### config.mk
export PLATFORM = sky130hd
export DESIGN_NAME = smbt_target
export DESIGN_NICKNAME = d
export VERILOG_FILES = /design/src/rtl/smbt_pkg.sv /design/src/rtl/smbt_sync_edge.sv /design/src/rtl/smbt_regfile.sv /design/src/rtl/smbt_link.sv /design/src/rtl/smbt_target.sv
export SDC_FILE = /design/constraint.sdc
export NUM_CORES = 1
export LEC_CHECK = 0
export ABC_AREA = 0
export BUFFER_PORTS_ARGS = -buffer_cell sky130_fd_sc_hd__buf_2
export CAP_MARGIN = 5
export CORE_ASPECT_RATIO = 0.8
export CORE_MARGIN = 1.5
export CORE_UTILIZATION = 30
export DETAILED_ROUTE_END_ITERATION = 8
export PLACE_DENSITY = 0.57
export SYNTH_ARGS = -nofsm -noshare
export SYNTH_HDL_FRONTEND = slang
export SYNTH_HIERARCHICAL = 1
export SYNTH_SLANG_ARGS = --single-unit
### constraint.sdc
create_clock -name clk -period 2.16 [get_ports clk]
set_input_delay 0.432 -clock clk [delete_from_list [all_inputs] [get_ports clk]]
set_output_delay 0.432 -clock clk [all_outputs]
set_load 0.01 [all_outputs]
### src/rtl/smbt_pkg.sv
package smbt_pkg;
  typedef enum logic [2:0] {
    ST_IDLE, ST_RX, ST_RX_ACK, ST_TX, ST_TX_ACK, ST_TX_LOAD
  } link_state_t;

  typedef enum logic [1:0] {
    PH_ADDR, PH_CMD, PH_CNT, PH_DATA
  } rx_phase_t;
endpackage

### src/rtl/smbt_sync_edge.sv
module smbt_sync_edge #(
  parameter int STAGES = 2
) (
  input  logic clk,
  input  logic rst,
  input  logic scl_i,
  input  logic sda_i,
  output logic sda_s,
  output logic scl_rise,
  output logic scl_fall,
  output logic start_det,
  output logic stop_det
);
  logic [STAGES-1:0] scl_pipe, sda_pipe;
  logic scl_q, sda_q, scl_s;

  always_ff @(posedge clk) begin
    if (rst) begin
      scl_pipe <= '1;
      sda_pipe <= '1;
      scl_q    <= 1'b1;
      sda_q    <= 1'b1;
    end else begin
      scl_pipe <= {scl_pipe[STAGES-2:0], scl_i};
      sda_pipe <= {sda_pipe[STAGES-2:0], sda_i};
      scl_q    <= scl_s;
      sda_q    <= sda_s;
    end
  end

  assign scl_s     = scl_pipe[STAGES-1];
  assign sda_s     = sda_pipe[STAGES-1];
  assign scl_rise  = scl_s & ~scl_q;
  assign scl_fall  = ~scl_s & scl_q;
  assign start_det = scl_s & scl_q & sda_q & ~sda_s;
  assign stop_det  = scl_s & scl_q & ~sda_q & sda_s;
endmodule

### src/rtl/smbt_regfile.sv
module smbt_regfile #(
  parameter int              NREG        = 6,
  parameter int              DW          = 8,
  parameter int              IDXW        = 7,
  parameter int              CNT_IDX     = 4,
  parameter logic [NREG*DW-1:0] RESET_IMAGE = 48'hD8_06_08_C0_05_04
) (
  input  logic               clk,
  input  logic               rst,
  input  logic               wr_en,
  input  logic [IDXW-1:0]    wr_idx,
  input  logic [DW-1:0]      wr_data,
  input  logic [IDXW-1:0]    rd_idx,
  output logic [DW-1:0]      rd_data,
  output logic [DW-1:0]      cnt_data,
  output logic [NREG*DW-1:0] flat
);
  logic [DW-1:0] regs [NREG];

  for (genvar i = 0; i < NREG; i++) begin : g_reg
    always_ff @(posedge clk) begin
      if (rst)
        regs[i] <= RESET_IMAGE[i*DW +: DW];
      else if (wr_en && wr_idx == IDXW'(i))
        regs[i] <= wr_data;
    end
    assign flat[i*DW +: DW] = regs[i];
  end

  always_comb begin
    rd_data = '0;
    for (int k = 0; k < NREG; k++)
      if (rd_idx == IDXW'(k)) rd_data = regs[k];
  end

  assign cnt_data = regs[CNT_IDX];

  assert_reset_image_R1: assert property (@(posedge clk)
    rst |=> (flat == RESET_IMAGE));

  assert_oob_write_ignored_R8: assert property (@(posedge clk) disable iff (rst)
    (wr_en && wr_idx >= IDXW'(NREG)) |=> $stable(flat));
endmodule

### src/rtl/smbt_link.sv
module smbt_link
  import smbt_pkg::*;
#(
  parameter logic [6:0] DEV_ADDR = 7'h6B,
  parameter int         IDXW     = 7,
  parameter int         DW       = 8
) (
  input  logic            clk,
  input  logic            rst,
  input  logic            sda_s,
  input  logic            scl_rise,
  input  logic            scl_fall,
  input  logic            start_det,
  input  logic            stop_det,
  input  logic [DW-1:0]   rd_data,
  input  logic [DW-1:0]   cnt_data,
  output logic [IDXW-1:0] ptr,
  output logic            wr_en,
  output logic [IDXW-1:0] wr_idx,
  output logic [DW-1:0]   wr_data,
  output logic            sda_drive
);
  localparam logic [3:0] BITS = 4'(DW);

  link_state_t   state;
  rx_phase_t     phase;
  logic [DW-1:0] shreg;
  logic [3:0]    bitcnt;
  logic          byte_mode, rd_mode, cnt_pending;
  logic [DW-1:0] tx_byte;

  assign tx_byte = cnt_pending ? cnt_data : rd_data;

  always_ff @(posedge clk) begin
    if (rst) begin
      state       <= ST_IDLE;
      phase       <= PH_ADDR;
      shreg       <= '0;
      bitcnt      <= '0;
      ptr         <= '0;
      byte_mode   <= 1'b0;
      rd_mode     <= 1'b0;
      cnt_pending <= 1'b0;
      sda_drive   <= 1'b0;
      wr_en       <= 1'b0;
      wr_idx      <= '0;
      wr_data     <= '0;
    end else begin
      wr_en <= 1'b0;
      if (start_det) begin
        state     <= ST_RX;
        phase     <= PH_ADDR;
        bitcnt    <= '0;
        sda_drive <= 1'b0;
      end else if (stop_det) begin
        state     <= ST_IDLE;
        sda_drive <= 1'b0;
      end else begin
        case (state)
          ST_RX: begin
            if (scl_rise && bitcnt < BITS) begin
              shreg  <= {shreg[DW-2:0], sda_s};
              bitcnt <= bitcnt + 4'd1;
            end else if (scl_fall && bitcnt == BITS) begin
              bitcnt <= '0;
              if (phase == PH_ADDR && shreg[DW-1:1] != DEV_ADDR) begin
                state <= ST_IDLE;
              end else begin
                state     <= ST_RX_ACK;
                sda_drive <= 1'b1;
                case (phase)
                  PH_ADDR: begin
                    rd_mode     <= shreg[0];
                    cnt_pending <= shreg[0] & ~byte_mode;
                    phase       <= PH_CMD;
                  end
                  PH_CMD: begin
                    ptr       <= shreg[IDXW-1:0];
                    byte_mode <= shreg[DW-1];
                    phase     <= shreg[DW-1] ? PH_DATA : PH_CNT;
                  end
                  PH_CNT: phase <= PH_DATA;
                  default: begin
                    wr_en   <= 1'b1;
                    wr_idx  <= ptr;
                    wr_data <= shreg;
                    ptr     <= ptr + 1'b1;
                  end
                endcase
              end
            end
          end
          ST_RX_ACK, ST_TX_LOAD: begin
            if (scl_fall) begin
              if (state == ST_RX_ACK && !rd_mode) begin
                sda_drive <= 1'b0;
                state     <= ST_RX;
              end else begin
                state     <= ST_TX;
                bitcnt    <= 4'd1;
                shreg     <= tx_byte;
                sda_drive <= ~tx_byte[DW-1];
                if (cnt_pending) cnt_pending <= 1'b0;
                else             ptr <= ptr + 1'b1;
              end
            end
          end
          ST_TX: begin
            if (scl_fall) begin
              if (bitcnt == BITS) begin
                sda_drive <= 1'b0;
                state     <= ST_TX_ACK;
              end else begin
                sda_drive <= ~shreg[DW-2];
                shreg     <= {shreg[DW-2:0], 1'b0};
                bitcnt    <= bitcnt + 4'd1;
              end
            end
          end
          ST_TX_ACK: begin
            if (scl_rise) state <= sda_s ? ST_IDLE : ST_TX_LOAD;
          end
          default: ;
        endcase
      end
    end
  end

  assert_idle_quiet_R2: assert property (@(posedge clk) disable iff (rst)
    (state == ST_IDLE) |-> !sda_drive);

  assert_write_with_ack_R4: assert property (@(posedge clk) disable iff (rst)
    wr_en |-> (sda_drive && state == ST_RX_ACK));

  assert_ctrl_ack_released_R7: assert property (@(posedge clk) disable iff (rst)
    (state == ST_TX_ACK) |-> !sda_drive);

  assert_bitcnt_range_R9: assert property (@(posedge clk) disable iff (rst)
    bitcnt <= BITS);
endmodule

### src/rtl/smbt_target.sv
module smbt_target #(
  parameter logic [6:0] DEV_ADDR    = 7'h6B,
  parameter int         NREG        = 6,
  parameter int         DW          = 8,
  parameter int         IDXW        = 7,
  parameter int         CNT_IDX     = 4,
  parameter int         SYNC_STAGES = 2,
  parameter logic [NREG*DW-1:0] RESET_IMAGE = 48'hD8_06_08_C0_05_04
) (
  input  logic               clk,
  input  logic               rst,
  input  logic               scl_i,
  input  logic               sda_i,
  output logic               sda_oe,
  output logic [NREG*DW-1:0] ctrl_regs
);
  logic            sda_s, scl_rise, scl_fall, start_det, stop_det;
  logic [IDXW-1:0] ptr, wr_idx;
  logic            wr_en;
  logic [DW-1:0]   wr_data, rd_data, cnt_data;

  smbt_sync_edge #(.STAGES(SYNC_STAGES)) u_sync (
    .clk(clk), .rst(rst), .scl_i(scl_i), .sda_i(sda_i), .sda_s(sda_s),
    .scl_rise(scl_rise), .scl_fall(scl_fall),
    .start_det(start_det), .stop_det(stop_det)
  );

  smbt_link #(.DEV_ADDR(DEV_ADDR), .IDXW(IDXW), .DW(DW)) u_link (
    .clk(clk), .rst(rst), .sda_s(sda_s), .scl_rise(scl_rise),
    .scl_fall(scl_fall), .start_det(start_det), .stop_det(stop_det),
    .rd_data(rd_data), .cnt_data(cnt_data), .ptr(ptr), .wr_en(wr_en),
    .wr_idx(wr_idx), .wr_data(wr_data), .sda_drive(sda_oe)
  );

  smbt_regfile #(
    .NREG(NREG), .DW(DW), .IDXW(IDXW), .CNT_IDX(CNT_IDX),
    .RESET_IMAGE(RESET_IMAGE)
  ) u_regs (
    .clk(clk), .rst(rst), .wr_en(wr_en), .wr_idx(wr_idx),
    .wr_data(wr_data), .rd_idx(ptr), .rd_data(rd_data),
    .cnt_data(cnt_data), .flat(ctrl_regs)
  );
endmodule

==> impl_results.md <==
* Reg2reg end: u_link/wr_data[2]$_SDFFE_PP0P_
* Port-buffer cells at 52
* CP Capture Type: flip-flop
* H-Tree Depth at 3
* CTS tree: done
* Drt pass-1 iters at 5
* Clock buffer depth at 2
* Row count at 42
* Worst-Margin Slew at 0.682 ns
* Pin count of the biggest net entering global routing at 40
* Initial core utilization at 0.307
* Routed WL at 13600 µm
* Sw Share at 0.234
* Max-cap viol count at 0
* Psw at 0.916 mW
* Yosys warns at 6
* Hpwl dp at 10100 µm
* Routability cong. at 0.826
* Slew margin rel. at 0.546
* DR iter-0 viols at 295
* # clock sinks at 98
* Critical path class: reg2reg
* Fillers at 1643
* Synth async-reset ratio at 0
* Post-Synthesis Net Count at 506
* Sequential share of the synthesized area at 0.481
* Clk pwr share at 0.417
* Netlist cell types at 63
* Clock root cell: clkbuf_16
* WL/cell at 17.2 µm
* Ant diodes at 0
* Post-synth top cells: 76 x nor2_1, 50 x dfxtp_1, 48 x edfxtp_1, 43 x mux2i_1, 28 x a21oi_1
* Synthesis-stage register bit count at 98
* Clk slew on worst S/H paths at 0.07 ns
* Status: finished, final reports clean
* Overflow after GRT at 0
* I/O pins at 53
* Peak Freq at 0.489 GHz
* Top FF cell, synth: dfxtp_1
* # setup viols final at 0
* Sequential share of power at 0.513
* Count leader, synth: nor2_1
* Minimum clock period at 2.04 ns
* Antenna viol nets, final at 0
* Internal power at 3.00 mW
* Total CTS buffers at 9
* Core ar. at 16600 µm²
* Post-synth EDFFs at 48
* Layout cells sized above 1 at 0.238
* # hold bufs at CTS at 0
* Hold Path End: u_sync/scl_pipe[0]$_SDFF_PP1_
* Power Density at 643 nW/µm²
* Gate power share at 0.071
* Worst Min Path Start: scl_i
* Total power at 3.91 mW
* Utilization after layout at 0.367
* Drt drc at 0
* Post-synthesis instance area at 5080 µm²
* Hold Violations, Final at 0
* Highest ir drop seen on vdd at 0.358 mV
* Routed via count at 4035
* Area leader, netlist: edfxtp_1
* Layout overhead on the synthesized area at 19.7%
* Worst endpoint required time at 2.37 ns
* Layout Nets at 578
* Yosys top cell area share at 0.284
* Initial antenna violation count at 0
* Die footprint at 17700 µm²
* Die height at 119 µm
* Vias in the first global route at 3909
* Worst skew pair latency at 0.35 ns
* R2r startpoint: u_sync/scl_q$_SDFF_PP1_
* Slew Limit Fails at 0
* Top post-synthesis cells by area: edfxtp_1 28%, dfxtp_1 20%, mux2i_1 8.5%, nor2_1 5.6%, nand2b_1 2.8%
* CP max FO at 16
* Hold Path Cell Cnt at 2
* Fin Setup TNS at 0 ns
* Critical Path Source Type: flip-flop
* Skew final at 0.00706 ns
* WP data arrival at 2.26 ns
* Lkg Pwr at 2.26 nW
* Final worst path period share at 0.946
* Reg2Reg Depth at 9
* Total GRT Usage at 0.156
* Hold_ws at 0.273 ns
* HP Class: in2reg
* R2R Setup Slk at 0.12 ns
* RSZ-0062 raised after global routing: true
* Die W at 148 µm
* Synth Area per Inst at 10.3 µm²
* First-pass GRT wire length at 21300 µm
* Synthesized instance count at 495
* Number of vias per cell at 5.10
[sequential cells by signal, summed over array words and instances, names as in the netlist, 2 cells and up]
signal and flops:
u_link/bitcnt 4, u_link/phase 2, u_link/ptr 7, u_link/shreg 8, u_link/state 3, u_link/wr_data 8
u_link/wr_idx 7, u_regs/regs 48, u_sync/scl_pipe 2, u_sync/sda_pipe 2
[routing by layer]
layer  track usage  vias up  routed length, µm
met5             0        -                  0
met4        0.0365        0                154
met3        0.0345       12                804
met2         0.224      120               5940
met1         0.234     1957               6730
li1              -     1946                  -
[layout by cell type (no fill, tap or decap), types with 10 or more instances in the layout]
cell	synthesis	layout
buf_2	7	52
nor2_1	76	76
a211oi_1	13	13
nand2_1	14	14
buf_4	9	41
edfxtp_1	48	48
o21ai_0	10	10
dfxtp_1	50	49
inv_1	20	20
nand2b_1	23	20
a21oi_1	28	28
mux2i_1	43	43
or3_1	13	13
[power groups by stage]
stage / registers, mW / logic, mW / clock network, mW
floorplan: 2.05 / 0.168 / 0
global placement: 2.05 / 0.268 / 0
detailed placement: 2.05 / 0.271 / 0
CTS: 2.01 / 0.273 / 1.67
global route: 2.01 / 0.300 / 1.73
finish: 2.01 / 0.276 / 1.63
[worst max-delay path, cell delays in order, from the launching register on]
cell	delay (ns)
dfxtp_1	0.35
nor2b_1	0.14
buf_4	0.18
nand4b_1	0.23
nor3_4	0.29
buf_4	0.15
nand4_4	0.09
buf_4	0.24
mux2i_1	0.17
nor2_1	0.05
[how the worst max path moves through the flow]
stage | from | to | slack [ns] | depth (start not counted)
after global routing | u_link/ptr[0]$_SDFFE_PP0P_ | u_link/shreg[0]$_SDFFE_PP0P_ | -0.04 | 8
after CTS | u_link/wr_idx[3]$_SDFFE_PP0P_ | u_regs/regs[0][0]$_SDFFCE_PN0P_ | 0.03 | 4
after global placement | u_link/ptr[0]$_SDFFE_PP0P_ | u_link/shreg[0]$_SDFFE_PP0P_ | 0.1 | 8
after floorplan | u_link/state[1]$_SDFFE_PP0P_ | u_link/phase[0]$_SDFFE_PP0P_ | 0.25 | 7
after detailed placement | u_link/wr_idx[3]$_SDFFE_PP0P_ | u_regs/regs[0][0]$_SDFFCE_PN0P_ | 0.02 | 4
final | u_sync/scl_q$_SDFF_PP1_ | u_link/wr_data[2]$_SDFFE_PP0P_ | 0.12 | 9
[final cells by class]
type,count,area [µm²],share of cell area
Sequential cell,98,2440,0.402
Multi-Input combinational cell,344,2410,0.396
Timing Repair Buffer,94,579,0.0953
Tap cell,220,275,0.0453
Clock buffer,9,225,0.0370
Inverter,20,75.1,0.0123
Clock inverter,6,72.6,0.0119
[repair_timing]
item	in CTS	in global routing
setup buffers	0	4
setup endpoints to repair	0	32
gates resized for setup	0	9
[metrics by stage]
step                setup slack, ns  area, µm²  instances
global route                -0.0363       6080        791
CTS                          0.0252       6020        787
floorplan                     0.255       5080        495
global placement             0.0990       5720        772
finish                        0.116       6080        791
detailed placement           0.0234       5720        772
[kinds of logic after synthesis]
kind of cell,Yosys count,synth area share
adders and majority gates,7,0.0172
buffers and inverters,53,0.0505
DFF,98,0.481
xor gates and xnor gates,3,0.00517
AOI/OAI and AO/OA,97,0.136
and+or+nand+nor,189,0.203
muxes,48,0.107
No activity file was read; power rests on OpenSTA's default activity.
